**src/rtl/async_rx_pkg.sv**
```systemverilog
// Shared types and helpers for the asynchronous receiver.
// Assumes the character-length code is 2 bits wide.
package async_rx_pkg;

    localparam int DATA_W = 9;

    typedef enum logic [2:0] {
        ST_IDLE,
        ST_START,
        ST_DATA,
        ST_PAR,
        ST_STOP1,
        ST_STOP2
    } rx_state_e;

    // Number of data bits for a length code (11 falls back to 8).
    function automatic logic [3:0] len_bits(input logic [1:0] code);
        case (code)
            2'b00:   len_bits = 4'd7;
            2'b10:   len_bits = 4'd9;
            default: len_bits = 4'd8;
        endcase
    endfunction

endpackage

```
**src/rtl/rx_tick_gen.sv**
```systemverilog
// Oversampling tick divider: tick is high once every (div+1) clocks.
// Assumes clear is held while the receiver is idle, so that the phase
// restarts at zero on the cycle after the start edge is seen.
module rx_tick_gen #(
    parameter int DIV_W = 8
) (
    input  logic             clk,
    input  logic             rst_n,
    input  logic             clear,
    input  logic [DIV_W-1:0] div,
    output logic             tick
);
    logic [DIV_W-1:0] cnt;

    assign tick = (cnt == div);

    // Count clocks up to div, then wrap to zero.
    always_ff @(posedge clk) begin
        if (!rst_n || clear) cnt <= '0;
        else if (tick)       cnt <= '0;
        else                 cnt <= cnt + 1'b1;
    end
endmodule

```
**src/rtl/rx_frame_fsm.sv**
```systemverilog
// Frame sequencer: detects the start edge, validates the start bit at the
// 8th tick, samples data/parity/stop bits at the 16th tick of each cell,
// and emits a one-cycle done pulse with the word and its error bits.
// Assumes the line input is already synchronised and the configuration
// is static during a frame.
module rx_frame_fsm
    import async_rx_pkg::*;
(
    input  logic              clk,
    input  logic              rst_n,
    input  logic              rx_en,
    input  logic              line,
    input  logic              tick,
    input  logic [1:0]        char_len,
    input  logic              par_en,
    input  logic              par_odd,
    input  logic              two_stop,
    output logic              tick_clear,
    output logic              done,
    output logic [DATA_W-1:0] word,
    output logic              perr,
    output logic              ferr
);
    localparam logic [3:0] MID_TICK  = 4'd7;
    localparam logic [3:0] CELL_TICK = 4'd15;

    rx_state_e         state;
    logic [3:0]        phase;
    logic [3:0]        bit_idx;
    logic [DATA_W-1:0] shreg;
    logic              pacc;
    logic              fbad;
    logic              line_q;
    logic [3:0]        nbits;
    logic              at_cell;

    assign nbits      = len_bits(char_len);
    assign tick_clear = (state == ST_IDLE);
    assign at_cell    = tick && (phase == CELL_TICK);

    // Remember the previous line level for edge detection.
    always_ff @(posedge clk) begin
        if (!rst_n) line_q <= 1'b1;
        else        line_q <= line;
    end

    // Step through the frame and publish the finished word.
    always_ff @(posedge clk) begin
        if (!rst_n || !rx_en) begin
            state   <= ST_IDLE;
            phase   <= '0;
            bit_idx <= '0;
            shreg   <= '0;
            pacc    <= 1'b0;
            fbad    <= 1'b0;
            done    <= 1'b0;
            word    <= '0;
            perr    <= 1'b0;
            ferr    <= 1'b0;
        end else begin
            done <= 1'b0;
            if (tick && state != ST_IDLE) begin
                phase <= at_cell ? 4'd0 : phase + 4'd1;
            end
            case (state)
                ST_IDLE: begin
                    if (line_q && !line) begin
                        state <= ST_START;
                        phase <= '0;
                        shreg <= '0;
                        pacc  <= 1'b0;
                        fbad  <= 1'b0;
                    end
                end
                ST_START: begin
                    if (tick && phase == MID_TICK) begin
                        phase   <= '0;
                        bit_idx <= '0;
                        state   <= line ? ST_IDLE : ST_DATA;
                    end
                end
                ST_DATA: begin
                    if (at_cell) begin
                        shreg[bit_idx] <= line;
                        pacc           <= pacc ^ line;
                        if (bit_idx == nbits - 4'd1)
                            state <= par_en ? ST_PAR : ST_STOP1;
                        else
                            bit_idx <= bit_idx + 4'd1;
                    end
                end
                ST_PAR: begin
                    if (at_cell) begin
                        pacc  <= pacc ^ line;
                        state <= ST_STOP1;
                    end
                end
                ST_STOP1: begin
                    if (at_cell) begin
                        if (two_stop) begin
                            fbad  <= !line;
                            state <= ST_STOP2;
                        end else begin
                            done  <= 1'b1;
                            word  <= shreg;
                            perr  <= par_en && (pacc ^ par_odd);
                            ferr  <= !line;
                            state <= ST_IDLE;
                        end
                    end
                end
                ST_STOP2: begin
                    if (at_cell) begin
                        done  <= 1'b1;
                        word  <= shreg;
                        perr  <= par_en && (pacc ^ par_odd);
                        ferr  <= fbad || !line;
                        state <= ST_IDLE;
                    end
                end
                default: state <= ST_IDLE;
            endcase
        end
    end
endmodule

```
**src/rtl/rx_buffer.sv**
```systemverilog
// Single-entry receive buffer with sticky error flags and interrupt pulse.
// Applies the sleep filter, detects overrun, and clears flags on read.
// Assumes done is a one-cycle pulse and word is valid with it.
module rx_buffer
    import async_rx_pkg::*;
(
    input  logic              clk,
    input  logic              rst_n,
    input  logic              done,
    input  logic [DATA_W-1:0] word,
    input  logic              perr,
    input  logic              ferr,
    input  logic              sleep_en,
    input  logic [1:0]        char_len,
    input  logic              rd_en,
    output logic [DATA_W-1:0] rd_data,
    output logic              buf_full,
    output logic              err_overrun,
    output logic              err_frame,
    output logic              err_parity,
    output logic              rx_irq
);
    logic [3:0] nbits;
    logic       msb;
    logic       accept;
    logic       still_full;

    assign nbits      = len_bits(char_len);
    assign msb        = word[nbits - 4'd1];
    assign accept     = done && (!sleep_en || msb);
    assign still_full = buf_full && !rd_en;

    // Load, read and flag bookkeeping of the buffer.
    always_ff @(posedge clk) begin
        if (!rst_n) begin
            rd_data     <= '0;
            buf_full    <= 1'b0;
            err_overrun <= 1'b0;
            err_frame   <= 1'b0;
            err_parity  <= 1'b0;
            rx_irq      <= 1'b0;
        end else begin
            rx_irq <= 1'b0;
            if (accept) begin
                rd_data     <= word;
                buf_full    <= 1'b1;
                err_overrun <= (err_overrun && !rd_en) || still_full;
                err_frame   <= (err_frame && !rd_en) || ferr;
                err_parity  <= (err_parity && !rd_en) || perr;
                rx_irq      <= !still_full;
            end else if (rd_en) begin
                buf_full    <= 1'b0;
                err_overrun <= 1'b0;
                err_frame   <= 1'b0;
                err_parity  <= 1'b0;
            end
        end
    end
endmodule

```
**src/rtl/async_rx.sv**
```systemverilog
// Top of the asynchronous serial receiver: line synchroniser, tick
// divider, frame sequencer and receive buffer.
// Assumes configuration inputs are static while a frame is in progress.
module async_rx
    import async_rx_pkg::*;
#(
    parameter int DIV_W  = 8,
    parameter int SYNC_N = 2
) (
    input  logic              clk,
    input  logic              rst_n,
    input  logic              rxd,
    input  logic              rx_en,
    input  logic [DIV_W-1:0]  baud_div,
    input  logic [1:0]        char_len,
    input  logic              par_en,
    input  logic              par_odd,
    input  logic              two_stop,
    input  logic              sleep_en,
    input  logic              rd_en,
    output logic [DATA_W-1:0] rd_data,
    output logic              buf_full,
    output logic              err_overrun,
    output logic              err_frame,
    output logic              err_parity,
    output logic              err_sum,
    output logic              rx_irq
);
    logic [SYNC_N-1:0] sync;
    logic              tick;
    logic              tick_clear;
    logic              done;
    logic [DATA_W-1:0] word;
    logic              perr;
    logic              ferr;

    // Bring the serial line into the clock domain (idles high).
    always_ff @(posedge clk) begin
        if (!rst_n) sync <= '1;
        else        sync <= {sync[SYNC_N-2:0], rxd};
    end

    rx_tick_gen #(.DIV_W(DIV_W)) u_tick (
        .clk   (clk),
        .rst_n (rst_n),
        .clear (tick_clear),
        .div   (baud_div),
        .tick  (tick)
    );

    rx_frame_fsm u_fsm (
        .clk        (clk),
        .rst_n      (rst_n),
        .rx_en      (rx_en),
        .line       (sync[SYNC_N-1]),
        .tick       (tick),
        .char_len   (char_len),
        .par_en     (par_en),
        .par_odd    (par_odd),
        .two_stop   (two_stop),
        .tick_clear (tick_clear),
        .done       (done),
        .word       (word),
        .perr       (perr),
        .ferr       (ferr)
    );

    rx_buffer u_buf (
        .clk         (clk),
        .rst_n       (rst_n),
        .done        (done),
        .word        (word),
        .perr        (perr),
        .ferr        (ferr),
        .sleep_en    (sleep_en),
        .char_len    (char_len),
        .rd_en       (rd_en),
        .rd_data     (rd_data),
        .buf_full    (buf_full),
        .err_overrun (err_overrun),
        .err_frame   (err_frame),
        .err_parity  (err_parity),
        .rx_irq      (rx_irq)
    );

    assign err_sum = err_overrun | err_frame | err_parity;
endmodule

```
**config.mk**
```make
export PLATFORM = sky130hd
export DESIGN_NAME = async_rx
export DESIGN_NICKNAME = d
export VERILOG_FILES = /design/src/rtl/async_rx_pkg.sv /design/src/rtl/rx_tick_gen.sv /design/src/rtl/rx_frame_fsm.sv /design/src/rtl/rx_buffer.sv /design/src/rtl/async_rx.sv
export SDC_FILE = /design/constraint.sdc
export NUM_CORES = 1
export LEC_CHECK = 0
export BUFFER_PORTS_ARGS = -buffer_cell sky130_fd_sc_hd__buf_2
export CORE_ASPECT_RATIO = 0.5
export CORE_UTILIZATION = 50
export CTS_CLUSTER_DIAMETER = 100
export DETAILED_ROUTE_END_ITERATION = 8
export PLACE_DENSITY_LB_ADDON = 0.3
export SKIP_CTS_REPAIR_TIMING = 1
export SLEW_MARGIN = 20
export SYNTH_ARGS = -nofsm -noshare
export SYNTH_HDL_FRONTEND = slang
export SYNTH_SLANG_ARGS = --single-unit
```
**constraint.sdc**
```tcl
create_clock -name clk -period 2.6 [get_ports clk]
set_input_delay 0.52 -clock clk [delete_from_list [all_inputs] [get_ports clk]]
set_output_delay 0.52 -clock clk [all_outputs]
set_load 0.03 [all_outputs]
```
==> results of run 1 <==
==> registers in the layout, indices dropped and copies added, names as in the netlist, 2 cells and up <==
register       flops
u_buf.rd_data      9
u_tick.cnt         8
u_fsm.shreg        9
u_fsm.phase        4
u_fsm.bit_idx      4
u_fsm.state        3
sync               2
u_fsm.word         9
==> final timing paths <==
kind / from / endpoint / slack (ns) / cells past startpoint
max: u_tick.cnt[1] / u_fsm.phase[3] / 0.42 / 5
min: rxd / sync[0] / 0.37 / 2
max reg2reg: u_tick.cnt[1] / u_fsm.phase[3] / 0.42 / 5
min reg2reg: sync[0] / sync[1] / 0.41 / 1
==> placed cells by master (no fill, tap or decap), types with 5 or more instances in the layout <==
cell | Yosys | layout
a21o_1 | 8 | 8
a31oi_1 | 10 | 10
nor2b_1 | 20 | 20
nand2b_1 | 8 | 8
inv_1 | 7 | 7
ha_1 | 6 | 6
a21oi_1 | 12 | 12
dfxtp_1 | 59 | 59
nand3_1 | 11 | 11
o21ai_0 | 6 | 6
nor3_1 | 5 | 5
buf_4 | 1 | 5
xor2_1 | 7 | 7
clkbuf_16 | 0 | 9
nor2_1 | 25 | 25
xnor2_1 | 8 | 8
nand2_1 | 16 | 16
buf_2 | 4 | 33
mux2i_1 | 20 | 20
==> metal layers <==
metal / GRT usage / share of wire / vias to the layer above
met5: 0 / 0 / -
met4: 0.09073 / 0.012 / 0
met3: 0.09091 / 0.064 / 11
met2: 0.3445 / 0.46 / 73
met1: 0.2565 / 0.46 / 1108
li1: - / - / 1156
==> worst reg2reg max path, stage by stage, from the launching register on <==
cell and delay [ns]:
dfxtp_1 0.45, xnor2_2 0.15, nand4_2 0.29, or2_1 0.41, o31ai_1 0.58, nor3_1 0.14
==> kinds of logic (layout without fill, tap and decap cells) <==
| group | Yosys count | count (layout) | synth area share |
|---|---|---|---|
| and+or+nand+nor | 119 | 119 | 0.2474 |
| AOI/OAI and AO/OA | 59 | 59 | 0.1466 |
| DFF | 59 | 59 | 0.4155 |
| muxes | 21 | 21 | 0.07438 |
| buffers and inverters | 20 | 61 | 0.03213 |
| xor gates and xnor gates | 17 | 17 | 0.05766 |
| adders and majority gates | 6 | 6 | 0.02641 |
==> per-stage QoR <==
stage,worst slack [ns],util
finish,0.4222,0.6558
global route,0.2827,0.6558
CTS,0.4637,0.6558
detailed placement,0.1815,0.5923
global placement,0.2362,0.5923
floorplan,0.6395,-
==> layout make-up <==
| cell class | count | share of cell area |
|---|---|---|
| clock buffer | 12 | 0.07551 |
| sequential | 59 | 0.3477 |
| timing repair buffer | 38 | 0.05967 |
| inverter | 7 | 0.007735 |
| multi-input combinational | 222 | 0.4622 |
| clock inverter | 4 | 0.02136 |
| tap | 70 | 0.02578 |
==> report_power, final <==
part / switching (W) / internal (W) / leakage, nW
clock: 0.000395 / 0.000888 / 0.159
combinational: 0.000104 / 0.0000785 / 0.698
sequential: 0.0000242 / 0.000917 / 0.476
==> results.cfg, run 1 <==
[run_status]
status = complete, no violations

[logic_synthesis]
yosysTopAreaCell = dfxtp_1
synthArstFlopShare = 0
synth_common_cells = dfxtp_1 (59), nor2_1 (25), mux2i_1 (20), nor2b_1 (20), nand2_1 (16)
ys_top_cells_by_area = dfxtp_1 (42%), mux2i_1 (7.0%), nor2b_1 (4.4%)
ys_seq_area_frac = 0.4155
synth_ff_type = dfxtp_1
synth.most_common_cell = dfxtp_1
yosysTopAreaCellShare = 0.4155
syn-num-nets = 326
netlist_area_um2 = 2843
synth_edf_count = 0
yosysWarnings = 0
avgSynthCellArea_um2 = 9.444
ys_types = 60
ys_ff_latch = 59
synthCells = 301

[critical_path]
crit_buf_inv = 0
cp.arrival_ns = 2.36
max_stage_delay_ns = 0.58
cp_top_family = simple AND/OR/NAND/NOR gates
critPathLaunchType = register
worstPathRequired_ns = 2.78
crit_fanout = 10
path_class = register to register
critPathSlowestCell = o31ai_1
critical_path.cell_chain = xnor2_2, nand4_2, or2_1, o31ai_1, nor3_1
end_kind = register

[pwr]
ir_worst_vdd_mv = 0.5496
finalPower_w = 0.002407
p_per_area_nw_per_um2 = 708.6
p_leak_nw = 1.333

[placement]
portBuffers = 33
placed_cell_area_um2 = 3068
gp_congestion = 0.8333
dp_hpwl_um = 4228
place_inst = 396

[cts]
cts_sinks = 59
cts_root_buf = clkbuf_16
cts_tree = yes
clk_pin_slew_ns = 0.05
cts-htree-levels = 3
clockBufferDepth = 2
clock_latency_ns = 0.33
cts_buffers = 9

[final_layout]
multi_input_area_um2 = 1570
drive_gt1_frac = 0.1988
seq_area_um2 = 1181
fillers = 434
layout.nets = 362
area_growth_pct = 19.50
fin_cells = 412
postLayoutCellArea_um2 = 3397
n_antenna_cell = 0

[sta]
hold_slack_ns = 0.3693
rsz0062_at_grt = no
finalClockSkew_ns = 0.006011
tightest_slew_ns = 1.033
period_needed_ns = 2.178
max_freq_mhz = 459.2
final.period_utilization = 0.8376
fin_setup_tns_ns = 0
slew_violations = 0
setup_viol = 0
hold_viol_final = 0
slew_headroom = 0.3101

[global_routing]
grt.total_usage = 0.2165
antenna_found_initial = 0
grt_max_degree = 22
grt_pass1_vias = 2164
grt_pass1_wl_um = 9832
globalRouteOverflowTotal = 0

[floorplan]
initial_core_util = 0.5488
die_area_um2 = 6009
die_y_um = 55.32
coreArea_um2 = 5180
io_pins = 34
num_rows = 18
die_w_um = 108.6

[hold_path]
hold_path.class = primary input to register

[drt]
ant_nets = 0
drt-initial-drc-count = 121
drc = 0
wl_per_cell_um = 14.52
via_count = 2348
drt_first_pass_iters = 4
viasPerCell = 5.699
finalWirelength_um = 5982

[job]
maxCapViolCount = 0
No activity file was read; power rests on OpenSTA's default activity.
==> inputs of run 2 (changes only) <==
==> constraint.sdc (replaced) <==
create_clock -name clk -period 2.2 [get_ports clk]
set_input_delay 0.44 -clock clk [delete_from_list [all_inputs] [get_ports clk]]
set_output_delay 0.44 -clock clk [all_outputs]
set_load 0.03 [all_outputs]
==> run 2 against run 1 <==
- non-clock buffer count is 5 higher
- via count decreased by 1.1%
- fmax is 3.5% higher
- clock power rose by 5%
- critical endpoint is now u_fsm.bit_idx[1]
- critical path depth rose by 1
==> results.cfg, run 2 (same netlist as run 1, synthesis figures left out) <==
[run_status]
status = complete, no violations

[final_layout]
n_antenna_cell = 0
fillers = 417
fin_util = 0.6585
fin_cells = 416
drive_gt1_frac = 0.2110
reg.largest.list = u_buf.rd_data x9, u_fsm.shreg x9, u_fsm.word x9
area_growth_pct = 19.98
layout.nets = 367
final_common_cell = dfxtp_1
layout_common_cells = dfxtp_1 (59), buf_2 (33), nor2_1 (25)

[critical_path]
startpoint = u_fsm.phase[0]
r2r_end = u_fsm.bit_idx[1]
cp.arrival_ns = 2.36
path_class = register to register
r2r_slack_ns = 0.1
r2r_start = u_fsm.phase[0]
crit_fanout = 5
worstPathRequired_ns = 2.45
critPathLaunchType = register
end_kind = register
crit_path_end = u_fsm.bit_idx[1]
worstRegToRegCells = 6

[sta]
hold_slack_ns = 0.2945
period_needed_ns = 2.104
finalClockSkew_ns = 0.003746
hold_viol_final = 0
slew_violations = 0
setup_viol = 0
max_freq_mhz = 475.3
fin_setup_tns_ns = 0
rsz0062_at_grt = no
final.period_utilization = 0.9562
slew_headroom = 0.6135
tightest_slew_ns = 0.5766

[floorplan]
num_rows = 18
coreArea_um2 = 5180
die_y_um = 55.32
io_pins = 34
die_w_um = 108.6
die_area_um2 = 6009
initial_core_util = 0.5488

[cts]
cts_tree = yes
cts_sinks = 59
clk_pin_slew_ns = 0.05
cts_root_buf = clkbuf_16
cts_buffers = 9
clockBufferDepth = 2
clock_latency_ns = 0.32
cts-htree-levels = 3

[pwr]
swShare = 0.2284
p_int_w = 0.002076
seqPwrFrac = 0.412
ir_worst_vdd_mv = 0.5634
p_per_area_nw_per_um2 = 788.9
clockPowerShare = 0.503
p_comb_frac = 0.085
power.switching_w = 0.0006144
p_leak_nw = 1.347

[job]
maxCapViolCount = 0

[drt]
viasPerCell = 5.579
wl_per_cell_um = 14.31
finalWirelength_um = 5954
wl_met2_um = 2739
ant_nets = 0
wl_met3_um = 295
drt_first_pass_iters = 4
via_count = 2321
drc = 0
wl_met1_um = 2869
drt-initial-drc-count = 168
highest_layer = met4

[placement]
portBuffers = 33
gp_congestion = 0.8577
dp_hpwl_um = 4298
place_inst = 401

[global_routing]
antenna_found_initial = 0
globalRouteOverflowTotal = 0
grt_max_degree = 22
grt_pass1_vias = 2113
grt_pass1_wl_um = 9729
grt.total_usage = 0.2137

[hold_path]
hold_path.class = primary input to register
## run 2: metrics by stage
| step | cell area [um^2] | power [W] | worst slack, ns |
|---|---|---|---|
| after global placement | 3118 | 0.001346 | 0.2081 |
| after CTS | 3411 | 0.002721 | 0.1056 |
| final | 3411 | 0.002691 | 0.09626 |
| after detailed placement | 3118 | 0.001355 | 0.1286 |
| after floorplan | 2843 | 0.001290 | 0.2841 |
| after global routing | 3411 | 0.002803 | 0.01176 |
## run 2: final cells by class
cell class | instances | area, um^2 | share of cell area
multi-input combinational | 222 | 1570 | 0.4604
sequential | 59 | 1181 | 0.3463
timing repair buffer | 43 | 252.7 | 0.07410
clock buffer | 10 | 239.0 | 0.07007
tap | 70 | 87.58 | 0.02568
clock inverter | 5 | 53.80 | 0.01577
inverter | 7 | 26.28 | 0.007704
## run 2: per-layer routing
layer | GRT usage | up-vias
met5 | 0 | -
met4 | 0.07143 | 0
met3 | 0.08501 | 6
met2 | 0.3373 | 56
met1 | 0.2652 | 1098
li1 | - | 1161
## run 2: worst min-delay path by stage
stage	to	from	cells after the start	slack, ns
floorplan	sync[1]	sync[0]	1	0.39
global placement	sync[1]	sync[0]	1	0.39
finish	sync[0]	rxd	2	0.29
global route	sync[0]	rxd	2	0.31
CTS	sync[0]	rxd	2	0.28
detailed placement	sync[1]	sync[0]	1	0.40
## run 2: critical path: stages, from the launching register on
cell and delay (ns):
dfxtp_1 0.39, ha_1 0.28, nand2_1 0.09, or4_4 0.46, a2bb2oi_2 0.17, or4_1 0.48
a21oi_1 0.15
## run 2: power groups by stage
stage	Combinational (W)	Clock [W]	Sequential, W
after CTS	0.000227	0.00139	0.00111
final	0.000228	0.00135	0.00111
after floorplan	0.000176	0	0.00111
after detailed placement	0.000226	0	0.00113
after global placement	0.000218	0	0.00113
after global routing	0.000251	0.00144	0.00111
==> inputs of run 3 (changes only) <==
--- a/config.mk
+++ b/config.mk
@@ -10,7 +10,7 @@
 export CORE_UTILIZATION = 50
 export CTS_CLUSTER_DIAMETER = 100
 export DETAILED_ROUTE_END_ITERATION = 8
-export PLACE_DENSITY_LB_ADDON = 0.3
+export PLACE_DENSITY = 0.76
 export SKIP_CTS_REPAIR_TIMING = 1
 export SLEW_MARGIN = 20
 export SYNTH_ARGS = -nofsm -noshare
==> run 3 against run 2 <==
- flip-flop and latch count unchanged
- count of clock-buffer cells in the layout down 1
- register-to-register slack about the same
- sequential power about the same
- combinational power up 2%
- total power up 5.7%
- sequential share of layout area down 0.20 points
- critical endpoint unchanged
==> results.cfg, run 3 (same netlist as run 1, synthesis figures left out) <==
[final_layout]
area_growth_pct = 20.69
final_common_cell = dfxtp_1
reg.largest.list = u_buf.rd_data x9, u_fsm.shreg x9, u_fsm.word x9
fillers = 408
layout.nets = 367
drive_gt1_frac = 0.2133
layout_common_cells = dfxtp_1 (59), buf_2 (33), nor2_1 (25)
n_antenna_cell = 0

[sta]
hold_slack_ns = 0.3010
period_needed_ns = 2.091
final.period_utilization = 0.9503
setup_viol = 0
tightest_slew_ns = 0.6011
slew_headroom = 0.5971
rsz0062_at_grt = no
max_freq_mhz = 478.3
slew_violations = 0
fin_setup_tns_ns = 0
hold_viol_final = 0
finalClockSkew_ns = 0.004873

[drt]
finalWirelength_um = 6126
viasPerCell = 5.635
wl_per_cell_um = 14.69
drt_first_pass_iters = 4
ant_nets = 0
drt-initial-drc-count = 169
drc = 0
via_count = 2350

[pwr]
p_leak_nw = 1.358
p_comb_frac = 0.082
finalPower_w = 0.002843
power.switching_w = 0.0006615
clockPowerShare = 0.529
ir_worst_vdd_mv = 0.5524
seqPwrFrac = 0.389
swShare = 0.2327
p_int_w = 0.002182
p_per_area_nw_per_um2 = 828.7

[placement]
dp_hpwl_um = 4402
portBuffers = 33
gp_congestion = 0.8582

[cts]
clk_pin_slew_ns = 0.05
cts_root_buf = clkbuf_16
clock_latency_ns = 0.33
cts_buffers = 9
clockBufferDepth = 2
cts_tree = yes
cts_sinks = 59
cts-htree-levels = 3

[run_status]
status = complete, no violations

[floorplan]
die_area_um2 = 6009
initial_core_util = 0.5488
die_y_um = 55.32
die_w_um = 108.6
coreArea_um2 = 5180
io_pins = 34
num_rows = 18

[global_routing]
grt_max_degree = 22
grt.total_usage = 0.2268
grt_pass1_vias = 2208
grt_pass1_wl_um = 10290
globalRouteOverflowTotal = 0
antenna_found_initial = 0

[critical_path]
worstPathRequired_ns = 2.46
path_class = register to register
end_kind = register
r2r_slack_ns = 0.11
cp.arrival_ns = 2.35
critPathLaunchType = register
crit_fanout = 5

[job]
maxCapViolCount = 0

[hold_path]
hold_path.class = primary input to register
-- run 3: power groups by stage --
stage | Combinational, W | Clock (W) | Sequential, W
4_1_cts | 0.000230 | 0.00153 | 0.00110
2_1_floorplan | 0.000176 | 0 | 0.00111
3_5_place_dp | 0.000228 | 0 | 0.00113
6_report | 0.000233 | 0.00150 | 0.00111
3_3_place_gp | 0.000222 | 0 | 0.00113
5_1_grt | 0.000254 | 0.00159 | 0.00111
-- run 3: area by class of cell --
type	count	area (um^2)	area share
repair buffers	43	240.2	0.07002
flip-flops and latches	59	1181	0.3443
clock inverters	7	100.1	0.02918
multi-input cells	222	1570	0.4577
inverters	7	26.28	0.007659
well taps	70	87.58	0.02553
clock buffers	9	225.2	0.06565
-- run 3: critical path: stages (launching register included) --
cell	delay (ns)
dfxtp_1	0.39
ha_1	0.27
nand2_1	0.09
or4_4	0.47
a2bb2oi_2	0.18
or4_1	0.48
a21oi_1	0.14
-- run 3: stage by stage --
step,setup slack [ns],util,cells,instance area (um^2)
2_1_floorplan,0.2841,-,301,2843
3_5_place_dp,0.06125,0.5995,401,3105
6_report,0.1093,0.6623,417,3431
3_3_place_gp,0.1522,0.5995,401,3105
4_1_cts,0.1208,0.6623,417,3431
5_1_grt,0.01751,0.6623,417,3431
-- run 3: path summary, 6_finish.rpt --
path	depth (start not counted)	to	start
worst max-delay path	6	u_fsm.bit_idx[1]	u_fsm.phase[0]
worst min-delay path	2	sync[0]	rxd
worst max register to register	6	u_fsm.bit_idx[1]	u_fsm.phase[0]
worst min register to register	1	sync[1]	sync[0]
-- run 3: metal layers --
metal  GRT usage  wire length, um  up-vias
met5           0                0        -
met4      0.1023              148        0
met3     0.09209              348       15
met2      0.3508             2774       78
met1      0.2763             2855     1086
li1            -                -     1171
